File: src/rtl/dbs_pkg.sv
package dbs_pkg;
  typedef enum logic [1:0] {
    RX_IDLE  = 2'd0,
    RX_START = 2'd1,
    RX_DATA  = 2'd2,
    RX_STOP  = 2'd3
  } rx_state_t;
endpackage

File: src/rtl/dbs_sync.sv
module dbs_sync #(
  parameter int STAGES  = 2,
  parameter bit RST_VAL = 1'b1
) (
  input  logic clk,
  input  logic rst,
  input  logic d,
  output logic q
);
  logic [STAGES-1:0] chain;

  generate
    for (genvar i = 0; i < STAGES; i++) begin : g_stage
      always_ff @(posedge clk) begin
        if (rst) chain[i] <= RST_VAL;
        else if (i == 0) chain[i] <= d;
        else chain[i] <= chain[(i == 0) ? 0 : i-1];
      end
    end
  endgenerate

  assign q = chain[STAGES-1];
endmodule

File: src/rtl/dbs_rx.sv
module dbs_rx
  import dbs_pkg::*;
#(
  parameter int DATA_W = 8,
  parameter int OSR    = 16
) (
  input  logic              clk,
  input  logic              rst,
  input  logic              tick,
  input  logic              line_s,
  input  logic              rd_stb,
  input  logic              ovr_clr,
  output logic [DATA_W-1:0] rdr_q,
  output logic              full_q,
  output logic              ovr_q,
  output logic              ferr_q
);
  localparam int CW = (OSR > 2) ? $clog2(OSR) : 1;
  localparam int BW = (DATA_W > 2) ? $clog2(DATA_W) : 1;
  localparam logic [CW-1:0] MID  = CW'(OSR/2 - 1);
  localparam logic [CW-1:0] LAST = CW'(OSR - 1);
  localparam logic [BW-1:0] LASTBIT = BW'(DATA_W - 1);

  rx_state_t         st;
  logic [CW-1:0]     cnt;
  logic [BW-1:0]     bitn;
  logic [DATA_W-1:0] sh;
  logic              done;
  logic              full_eff;

  assign done     = tick && (st == RX_STOP) && (cnt == LAST);
  assign full_eff = full_q && !rd_stb;

  always_ff @(posedge clk) begin
    if (rst) begin
      st   <= RX_IDLE;
      cnt  <= '0;
      bitn <= '0;
      sh   <= '0;
    end else if (tick) begin
      case (st)
        RX_IDLE: if (!line_s) begin
          st  <= RX_START;
          cnt <= '0;
        end
        RX_START: if (cnt == MID) begin
          cnt  <= '0;
          bitn <= '0;
          st   <= line_s ? RX_IDLE : RX_DATA;
        end else cnt <= cnt + 1'b1;
        RX_DATA: if (cnt == LAST) begin
          cnt <= '0;
          sh  <= {line_s, sh[DATA_W-1:1]};
          if (bitn == LASTBIT) st <= RX_STOP;
          else bitn <= bitn + 1'b1;
        end else cnt <= cnt + 1'b1;
        RX_STOP: if (cnt == LAST) begin
          cnt <= '0;
          st  <= RX_IDLE;
        end else cnt <= cnt + 1'b1;
        default: st <= RX_IDLE;
      endcase
    end
  end

  always_ff @(posedge clk) begin
    if (rst) begin
      rdr_q  <= '0;
      full_q <= 1'b0;
      ovr_q  <= 1'b0;
      ferr_q <= 1'b0;
    end else begin
      if (ovr_clr) ovr_q <= 1'b0;
      if (done) begin
        if (full_eff) begin
          ovr_q <= 1'b1;
        end else begin
          rdr_q  <= sh;
          full_q <= 1'b1;
          ferr_q <= !line_s;
        end
      end else if (rd_stb) begin
        full_q <= 1'b0;
      end
    end
  end


  overrun_keep_chk: assert property (@(posedge clk) disable iff (rst)
    (done && full_q && !rd_stb) |=> (ovr_q && $stable(rdr_q)));

  rx_load_chk: assert property (@(posedge clk) disable iff (rst)
    (done && !full_q) |=> full_q);

  rd_clear_chk: assert property (@(posedge clk) disable iff (rst)
    (rd_stb && !done) |=> !full_q);

  ferr_track_chk: assert property (@(posedge clk) disable iff (rst)
    (done && !full_eff) |=> (ferr_q == !$past(line_s)));
endmodule

File: src/rtl/dbs_tx.sv
module dbs_tx #(
  parameter int DATA_W = 8,
  parameter int OSR    = 16
) (
  input  logic              clk,
  input  logic              rst,
  input  logic              tick,
  input  logic              wr_stb,
  input  logic [DATA_W-1:0] wdata,
  output logic [DATA_W-1:0] tdr_q,
  output logic              tdre_q,
  output logic              txd_q,
  output logic              busy_q
);
  localparam int CW = (OSR > 2) ? $clog2(OSR) : 1;
  localparam int BW = $clog2(DATA_W + 2);
  localparam logic [CW-1:0] LAST    = CW'(OSR - 1);
  localparam logic [BW-1:0] LASTBIT = BW'(DATA_W + 1);

  logic [CW-1:0]   cnt;
  logic [BW-1:0]   bitn;
  logic [DATA_W:0] frm;
  logic            bit_end;
  logic            eof;
  logic            load;

  assign bit_end = busy_q && tick && (cnt == LAST);
  assign eof     = bit_end && (bitn == LASTBIT);
  assign load    = (!busy_q || eof) && !tdre_q;

  always_ff @(posedge clk) begin
    if (rst) begin
      tdr_q  <= '1;
      tdre_q <= 1'b1;
    end else begin
      if (wr_stb) tdr_q <= wdata;
      if (wr_stb) tdre_q <= 1'b0;
      else if (load) tdre_q <= 1'b1;
    end
  end

  always_ff @(posedge clk) begin
    if (rst) begin
      frm    <= '1;
      cnt    <= '0;
      bitn   <= '0;
      busy_q <= 1'b0;
      txd_q  <= 1'b1;
    end else if (load) begin
      frm    <= {1'b1, tdr_q};
      cnt    <= '0;
      bitn   <= '0;
      busy_q <= 1'b1;
      txd_q  <= 1'b0;
    end else if (busy_q && tick) begin
      if (cnt == LAST) begin
        cnt <= '0;
        if (bitn == LASTBIT) begin
          busy_q <= 1'b0;
          txd_q  <= 1'b1;
        end else begin
          txd_q <= frm[0];
          frm   <= {1'b1, frm[DATA_W:1]};
          bitn  <= bitn + 1'b1;
        end
      end else begin
        cnt <= cnt + 1'b1;
      end
    end
  end


  wr_clear_chk: assert property (@(posedge clk) disable iff (rst)
    wr_stb |=> !tdre_q);

  idle_load_chk: assert property (@(posedge clk) disable iff (rst)
    (!busy_q && !tdre_q && !wr_stb) |=> (busy_q && tdre_q && !txd_q));

  chain_chk: assert property (@(posedge clk) disable iff (rst)
    (eof && !tdre_q) |=> (busy_q && !txd_q));

  idle_high_chk: assert property (@(posedge clk) disable iff (rst)
    !busy_q |-> txd_q);
endmodule

File: src/rtl/dbs_uart_path.sv
module dbs_uart_path #(
  parameter int DATA_W = 8,
  parameter int OSR    = 16,
  parameter int SYNC_N = 2
) (
  input  logic              clk,
  input  logic              rst,
  input  logic              baud_tick,
  input  logic              rxd,
  output logic              txd,
  input  logic              tdr_wr,
  input  logic [DATA_W-1:0] tdr_wdata,
  output logic [DATA_W-1:0] tdr_data,
  input  logic              rdr_rd,
  output logic [DATA_W-1:0] rdr_data,
  input  logic              ovr_clr,
  output logic              rx_full,
  output logic              tx_empty,
  output logic              tx_end,
  output logic              overrun,
  output logic              frame_err
);
  logic rxd_s;
  logic tx_busy;

  dbs_sync #(.STAGES(SYNC_N), .RST_VAL(1'b1)) u_sync (
    .clk (clk),
    .rst (rst),
    .d   (rxd),
    .q   (rxd_s)
  );

  dbs_rx #(.DATA_W(DATA_W), .OSR(OSR)) u_rx (
    .clk     (clk),
    .rst     (rst),
    .tick    (baud_tick),
    .line_s  (rxd_s),
    .rd_stb  (rdr_rd),
    .ovr_clr (ovr_clr),
    .rdr_q   (rdr_data),
    .full_q  (rx_full),
    .ovr_q   (overrun),
    .ferr_q  (frame_err)
  );

  dbs_tx #(.DATA_W(DATA_W), .OSR(OSR)) u_tx (
    .clk    (clk),
    .rst    (rst),
    .tick   (baud_tick),
    .wr_stb (tdr_wr),
    .wdata  (tdr_wdata),
    .tdr_q  (tdr_data),
    .tdre_q (tx_empty),
    .txd_q  (txd),
    .busy_q (tx_busy)
  );

  assign tx_end = !tx_busy && tx_empty;


  tx_end_line_chk: assert property (@(posedge clk) disable iff (rst)
    tx_end |-> txd);
endmodule

File: config.mk
export PLATFORM = sky130hd
export DESIGN_NAME = dbs_uart_path
export DESIGN_NICKNAME = d
export VERILOG_FILES = /design/src/rtl/dbs_pkg.sv /design/src/rtl/dbs_sync.sv /design/src/rtl/dbs_rx.sv /design/src/rtl/dbs_tx.sv /design/src/rtl/dbs_uart_path.sv
export SDC_FILE = /design/constraint.sdc
export NUM_CORES = 1
export LEC_CHECK = 0
export ABC_AREA = 1
export BUFFER_PORTS_ARGS = -buffer_cell sky130_fd_sc_hd__buf_2
export CAP_MARGIN = 25
export CORE_ASPECT_RATIO = 2
export CORE_MARGIN = 2
export CORE_UTILIZATION = 55
export DETAILED_ROUTE_END_ITERATION = 8
export PLACE_DENSITY = 0.88
export REMOVE_ABC_BUFFERS = 1
export SYNTH_ARGS = -nofsm -noshare
export SYNTH_HDL_FRONTEND = slang
export SYNTH_SLANG_ARGS = --single-unit
File: constraint.sdc
create_clock -name clk -period 1.7 [get_ports clk]
set_input_delay 0.17 -clock clk [delete_from_list [all_inputs] [get_ports clk]]
set_output_delay 0.17 -clock clk [all_outputs]
set_load 0.1 [all_outputs]
==> impl_results.md, run 1 <==
* DR top layer: met4
* Postcts setup bufs at 0
* IO Pins at 37
* Largest net degree at the start of global routing at 32
* Clock tree buffer depth at 2
* RePlAce Congestion at 0.882
* Clock Skews at 0.00591 ns
* Least-Margin Pin Slew at 0.493 ns
* Die area at 5000 um2
* Rel. slew slack at 0.674
* Async S/R FF share, synth at 0
* Grt total ovfl at 0
* DR pass1 iterations at 4
* Layout cells sized above 1 at 0.228
* YS warnings at 0
* Max cap viols at 0
* H-tree depth at 3
* RSZ-0062 raised after global routing: no
* Initial antenna violation count at 0
* Final setup vio count at 0
* NumNets Final at 371
* Fin. Hold Viols at 0
* Overall Global Routing Usage at 0.239
* Run status: complete, no violations
* Worst-path clk slew at 0.06 ns
* Inserted Diodes at 0
* Tmin final at 1.56 ns
* Avg Inst Size Synth at 7.86 um2
* Area Overhead vs Synth at 18.5%
* Clock sink count at 57
* FMAX at 640 MHz
* Netlist cell types at 30
* Floorplan row count at 34
* Seq cells post-synth at 57
* Wl on met1 at 1940 um
* Die Wd at 51.0 um
* Vias in the first global route at 2122
* Static leakage at 1.27 nW
* Core Footprint at 4300 um2
* Detail Placement HPWL at 3840 um
* Fin. max-slew vios at 0
* Crit share post-route at 0.920
* Post-DRT Antenna Nets at 0
* Worst Path Max Fanout at 4
* Worst skew pair latency at 0.33 ns
* Number of enable flip-flop cells after synthesis at 0
* Initial core utilization at 0.565
* Root buf cell: clkbuf_8
* Most frequent cells in the layout: 55 x nand2_1, 55 x dfxtp_1, 40 x nor2_1, 36 x nand3_1, 36 x buf_2
* CTS tree: yes
* Met2 routed WL at 3040 um
* CP endpoint kind: register
* Starting DRT DRC Count at 58
* Met3 wire len at 267 um
* Vias at 2187
* Sequential element share of the synthesized area at 0.470
* Vias/cell at 5.35
* Req. time, crit path at 1.93 ns
* Synth Flop Type: dfxtp_1
* Number of port buffers at 36
* Hold crit path type: primary input to register
* Pwr Total at 3.05 mW
* Worst Setup Start Kind: register
* Critical path type: register to register
* Maximum VDD drop at 1.01 mV
* Drt total wl at 5380 um
* Post-Syn Area at 2430 um2
* CP arrival at 1.79 ns
* Post-DR wirelength/cell at 13.2 um
* First-pass GRT wire length at 9050 um
* Mapped Cells at 309
* Residual DRC at 0
* Setup_tns at 0 ns
* Chip Height at 98.0 um
* CTS Buf Count at 9
* Pwr Density at 1060 nW/um2
## per-stage QoR
step,worst slack (ns),hold slack (ns),util,cells,area (um2)
6_report,0.137,0.0428,0.670,409,2880
5_1_grt,0.0106,0.0397,0.670,409,2880
3_3_place_gp,0.195,0.355,0.619,392,2660
3_5_place_dp,0.123,0.357,0.619,392,2660
2_1_floorplan,-0.980,0.239,-,298,2360
4_1_cts,0.110,0.0268,0.669,409,2880
## cell type report
class,instances,area (um2)
Clock inverter,2,35.0
Tap cell,54,67.6
Fill cell,363,1420
Inverter,21,78.8
Clock buffer,14,173
Multi-Input combinational cell,220,1140
Timing Repair Buffer,41,245
Sequential cell,57,1140
## per-layer routing
metal  vias up  track usage
met5         -            0
met4         0        0.127
met3        14       0.0688
met2        56        0.448
met1      1010        0.217
li1       1107            -
## worst paths after layout
path / startpoint / endpoint / slack, ns / cells after the start
setup / recovery: u_rx.bitn[0] / u_rx.bitn[0] / 0.14 / 8
hold / removal: tdr_wdata[0] / u_tx.tdr_q[0] / 0.04 / 3
setup reg to reg: u_rx.bitn[0] / u_rx.bitn[0] / 0.14 / 8
hold reg to reg: u_sync.chain[0] / u_sync.q / 0.42 / 1
## cells by family after synthesis
family          synth area share
fa+ha+maj                 0.0309
flops                      0.470
simple gates               0.297
buf+inv                   0.0623
compound gates             0.126
xor+xnor                  0.0139
## Yosys cell counts, types with 3 or more instances
cell	n	area (um2)
a21oi_1	23	115
buf_6	4	45.0
clkbuf_1	6	22.5
dfxtp_1	57	1140
ha_1	6	75.1
inv_1	18	67.6
nand2_1	55	206
nand2_2	3	18.8
nand3_1	36	180
nand4_1	4	25.0
nor2_1	40	150
nor3_1	3	15.0
o21ai_0	21	105
o21ai_1	4	20.0
o21ai_2	5	43.8
or2_2	3	18.8
## sequential cells by signal, indices dropped and copies added (netlist names), 3 cells and up, named ones only
register / count
u_rx.bitn: 3
u_rx.cnt: 4
u_rx.rdr_q: 8
u_rx.sh: 8
u_tx.bitn: 4
u_tx.cnt: 4
u_tx.frm: 8
u_tx.tdr_q: 8
## critical path: stages, from the launching register on
cell and delay, ns:
dfxtp_1 0.32, ha_1 0.22, ha_1 0.20, inv_1 0.05
nand2_1 0.10, o21ai_2 0.23, nand2_1 0.13, o21ai_1 0.14
nor2_1 0.05
## repair_timing
action | in CTS | in global routing
endpoints found under the setup margin | 0 | 2
hold endpoints to repair | 1 | 0
resized for setup | 0 | 3
hold buffers | 1 | 0
## power breakdown
group	leakage, nW	switching [mW]	internal, mW	total [mW]
sequential	0.466	0.0312	1.38	1.41
combinational	0.693	0.252	0.0821	0.334
clock	0.107	0.510	0.796	1.31
total	1.27	0.793	2.25	3.05
Note: power is estimated with default switching activity, not from simulation.
==> run 2, diff against run 1 <==
--- a/config.mk
+++ b/config.mk
@@ -5,14 +5,14 @@
 export SDC_FILE = /design/constraint.sdc
 export NUM_CORES = 1
 export LEC_CHECK = 0
-export ABC_AREA = 1
+export ABC_AREA = 0
 export BUFFER_PORTS_ARGS = -buffer_cell sky130_fd_sc_hd__buf_2
 export CAP_MARGIN = 25
 export CORE_ASPECT_RATIO = 2
 export CORE_MARGIN = 2
 export CORE_UTILIZATION = 55
 export DETAILED_ROUTE_END_ITERATION = 8
-export PLACE_DENSITY = 0.88
+export PLACE_DENSITY = 0.87
 export REMOVE_ABC_BUFFERS = 1
 export SYNTH_ARGS = -nofsm -noshare
 export SYNTH_HDL_FRONTEND = slang
==> impl_results.md, run 2 <==
* Max cap viols at 0 (unchanged)
* RePlAce Congestion at 0.860 (-2.5%)
* Static leakage at 1.23 nW (-2.9%)
* Overall Global Routing Usage at 0.243 (+0.00441)
* Die Wd at 51.2 um (+0.40%)
* Clock tree buffer depth at 2 (unchanged)
* Root buf cell: clkbuf_8
* Fin. Hold Viols at 0 (unchanged)
* YS warnings at 0 (unchanged)
* Worst Setup Start Kind: register
* Floorplan row count at 34 (unchanged)
* Worst path buffer plus inverter count at 1 (unchanged)
* Least-Margin Pin Slew at 0.487 ns (-0.00607 ns)
* Drt total wl at 5860 um (+8.8%)
* Critical path type: register to register
* Post-DR wirelength/cell at 16.2 um (+23%)
* Worst Reg-to-Reg Cells at 6 (-2)
* Worst Slack Setup Final at -0.00110 ns (-0.138 ns)
* Fin. max-slew vios at 0 (unchanged)
* RR Endpoint: u_tx.frm[7]
* Async S/R FF share, synth at 0 (unchanged)
* Final Hold Slack at 0.0184 ns (-0.0244 ns)
* Setup_tns at -0.00110 ns (-0.00110 ns)
* Initial antenna violation count at 0 (unchanged)
* Area Overhead vs Synth at 28.5%
* Starting DRT DRC Count at 36 (-38%)
* CP endpoint kind: register
* Critical path's slowest cell: or3_4
* Layout cells sized above 1 at 0.329 (+0.101)
* Number of enable flip-flop cells after synthesis at 0 (unchanged)
* H-tree depth at 3 (unchanged)
* Rel. slew slack at 0.678 (+0.00402)
* Worst-path clk slew at 0.07 ns (about the same)
* Hold buffer count at cts at 0 (-1)
* Seq cells post-synth at 57 (unchanged)
* WHS Path Cells at 2 (-1)
* Reg-to-Reg Start: u_tx.bitn[1]
* Sequential element share of the synthesized area at 0.466 (-0.00408)
* Worst skew pair latency at 0.33 ns (about the same)
* DR pass1 iterations at 4 (unchanged)
* # fillers at 307 (-15%)
* Hold Path End: u_sync.chain[0]
* Grt total ovfl at 0 (unchanged)
* CP delay by family, top: simple AND/OR/NAND/NOR gates
* Avg Inst Size Synth at 9.76 um2 (+24%)
* Cells along the critical path: inv_2 -> ha_4 -> nand3b_1 -> o21a_1 -> or3_4 -> o32a_1
* Post-DRT Antenna Nets at 0 (unchanged)
* Failing checks: negative setup slack
* Mapped Cells at 251 (-19%)
* FMAX at 588 MHz (-8.1%)
* First-pass GRT wire length at 9130 um (+0.84%)
* Pwr Density at 989 nW/um2 (-6.6%)
* CTS tree: yes
* Post-synth top area cell: dfxtp_1
* Req. time, crit path at 1.92 ns (about the same)
* Vias at 2114 (-3.3%)
* Core Footprint at 4300 um2 (unchanged)
* Pwr Total at 3.11 mW (+2.2%)
* Clock sink count at 57 (unchanged)
* Run status: complete, but fails checks
* Residual DRC at 0 (unchanged)
* CP arrival at 1.92 ns (+0.13 ns)
* Die area at 5040 um2 (+0.82%)
* Detail Placement HPWL at 3490 um (-9.0%)
* Vias in the first global route at 2025 (-4.6%)
* RSZ-0062 raised after global routing: yes
* IO Pins at 37 (unchanged)
* Synth top cells by count: 57 x dfxtp_1, 28 x nor2_1, 26 x mux2i_1
* Most frequent cells in the layout: 50 x dfxtp_1, 36 x buf_2, 28 x nor2_1, 25 x mux2i_1, 16 x buf_4
* WP depth at 6 (-2)
* Post-Syn Area at 2450 um2 (+0.88%)
* Top cells by area, synth: dfxtp_1 47%, mux2i_1 11%, nor2_1 4.3%
* Netlist cell types at 46 (+53%)
* Hold crit path type: primary input to register
* Most common cell after layout, fill and taps aside: dfxtp_1
* Largest net degree at the start of global routing at 26 (-19%)
* Clock Skews at 0.00698 ns (+0.00107 ns)
* Worst Path Max Fanout at 8 (+4)
* Top cell type's share of synthesized area at 0.466 (-0.00408)
* Most numerous cell in the Yosys netlist: dfxtp_1
* Crit share post-route at 1.00 (+0.0809)
* Maximum VDD drop at 1.03 mV (+2.2%)
* Initial core utilization at 0.570 (+0.00495)
* Number of port buffers at 36 (unchanged)
* Vias/cell at 5.86 (+9.5%)
* Synth Flop Type: dfxtp_1
* NumNets Final at 323 (-13%)
* R2r setup slk at -0.001 ns (-0.14 ns)
* Worst Hold Launch: rxd
* CP peak stage delay at 0.43 ns (+0.11 ns)
* CTS Buf Count at 9 (unchanged)
* Inserted Diodes at 0 (unchanged)
* Chip Height at 98.4 um (+0.42%)
* Final setup vio count at 1 (+1)
* Tmin final at 1.70 ns (+0.138 ns)
[run 2: where the power goes]
part / total (mW) / switching (mW) / internal [mW]
Clock: 1.41 / 0.545 / 0.863
Combinational: 0.311 / 0.222 / 0.0885
Sequential: 1.39 / 0.0270 / 1.37
[run 2: worst max path at each step]
stage | from | to | slack, ns
after floorplan | u_tx.tdre_q | tx_end | -0.96
after global placement | u_rx.bitn[0] | u_rx.bitn[0] | 0.04
after detailed placement | u_rx.bitn[0] | u_rx.bitn[0] | -0.02
after CTS | u_rx.bitn[1] | u_rx.bitn[0] | -0.002
after global routing | u_tx.bitn[1] | u_tx.frm[7] | -0.06
final | u_tx.bitn[1] | u_tx.frm[7] | -0.001
[run 2: metrics by stage]
stage	instances	setup slack (ns)	util	area, um2
after floorplan	235	-0.961	-	2370
after global placement	341	0.0353	0.645	2770
after detailed placement	341	-0.0159	0.645	2770
after CTS	359	-0.00241	0.710	3050
after global routing	361	-0.0569	0.733	3150
final	361	-0.00110	0.733	3150
[run 2: worst reg2reg max path, cell delays in order (launching register included)]
cell	delay, ns
dfxtp_2	0.34
inv_2	0.06
ha_4	0.11
nand3b_1	0.20
o21a_1	0.28
or3_4	0.43
o32a_1	0.17
[run 2: cell families after synthesis]
family                   synth area share
multiplexers                        0.111
AO/OA/AOI/OAI                       0.152
flip-flops                          0.466
adder cells (fa/ha/maj)            0.0306
buffers and inverters              0.0373
XOR/XNOR                           0.0143
AND/OR/NAND/NOR                     0.189
[run 2: layout make-up]
class	count	area, um2	area share
clock buffer	11	141	0.0449
clock inverter	5	78.8	0.0250
inverter	4	15.0	0.00477
multi-input combinational	174	1330	0.423
sequential	57	1150	0.365
tap	54	67.6	0.0215
timing repair buffer	56	363	0.115
[run 2: what timing repair did]
action | in CTS | in global routing
setup buffers | 1 | 1
cloned | 1 | 1
pin swaps | 5 | 7
resized for setup | 10 | 25
setup endpoints to repair | 13 | 31
[run 2: routing by layer]
| metal | global-route usage | share of wire | up-vias |
|---|---|---|---|
| met5 | 0 | 0 | - |
| li1 | - | - | 1004 |
| met4 | 0.121 | 0.032 | 0 |
| met3 | 0.0581 | 0.032 | 23 |
| met1 | 0.246 | 0.39 | 1034 |
| met2 | 0.443 | 0.55 | 53 |
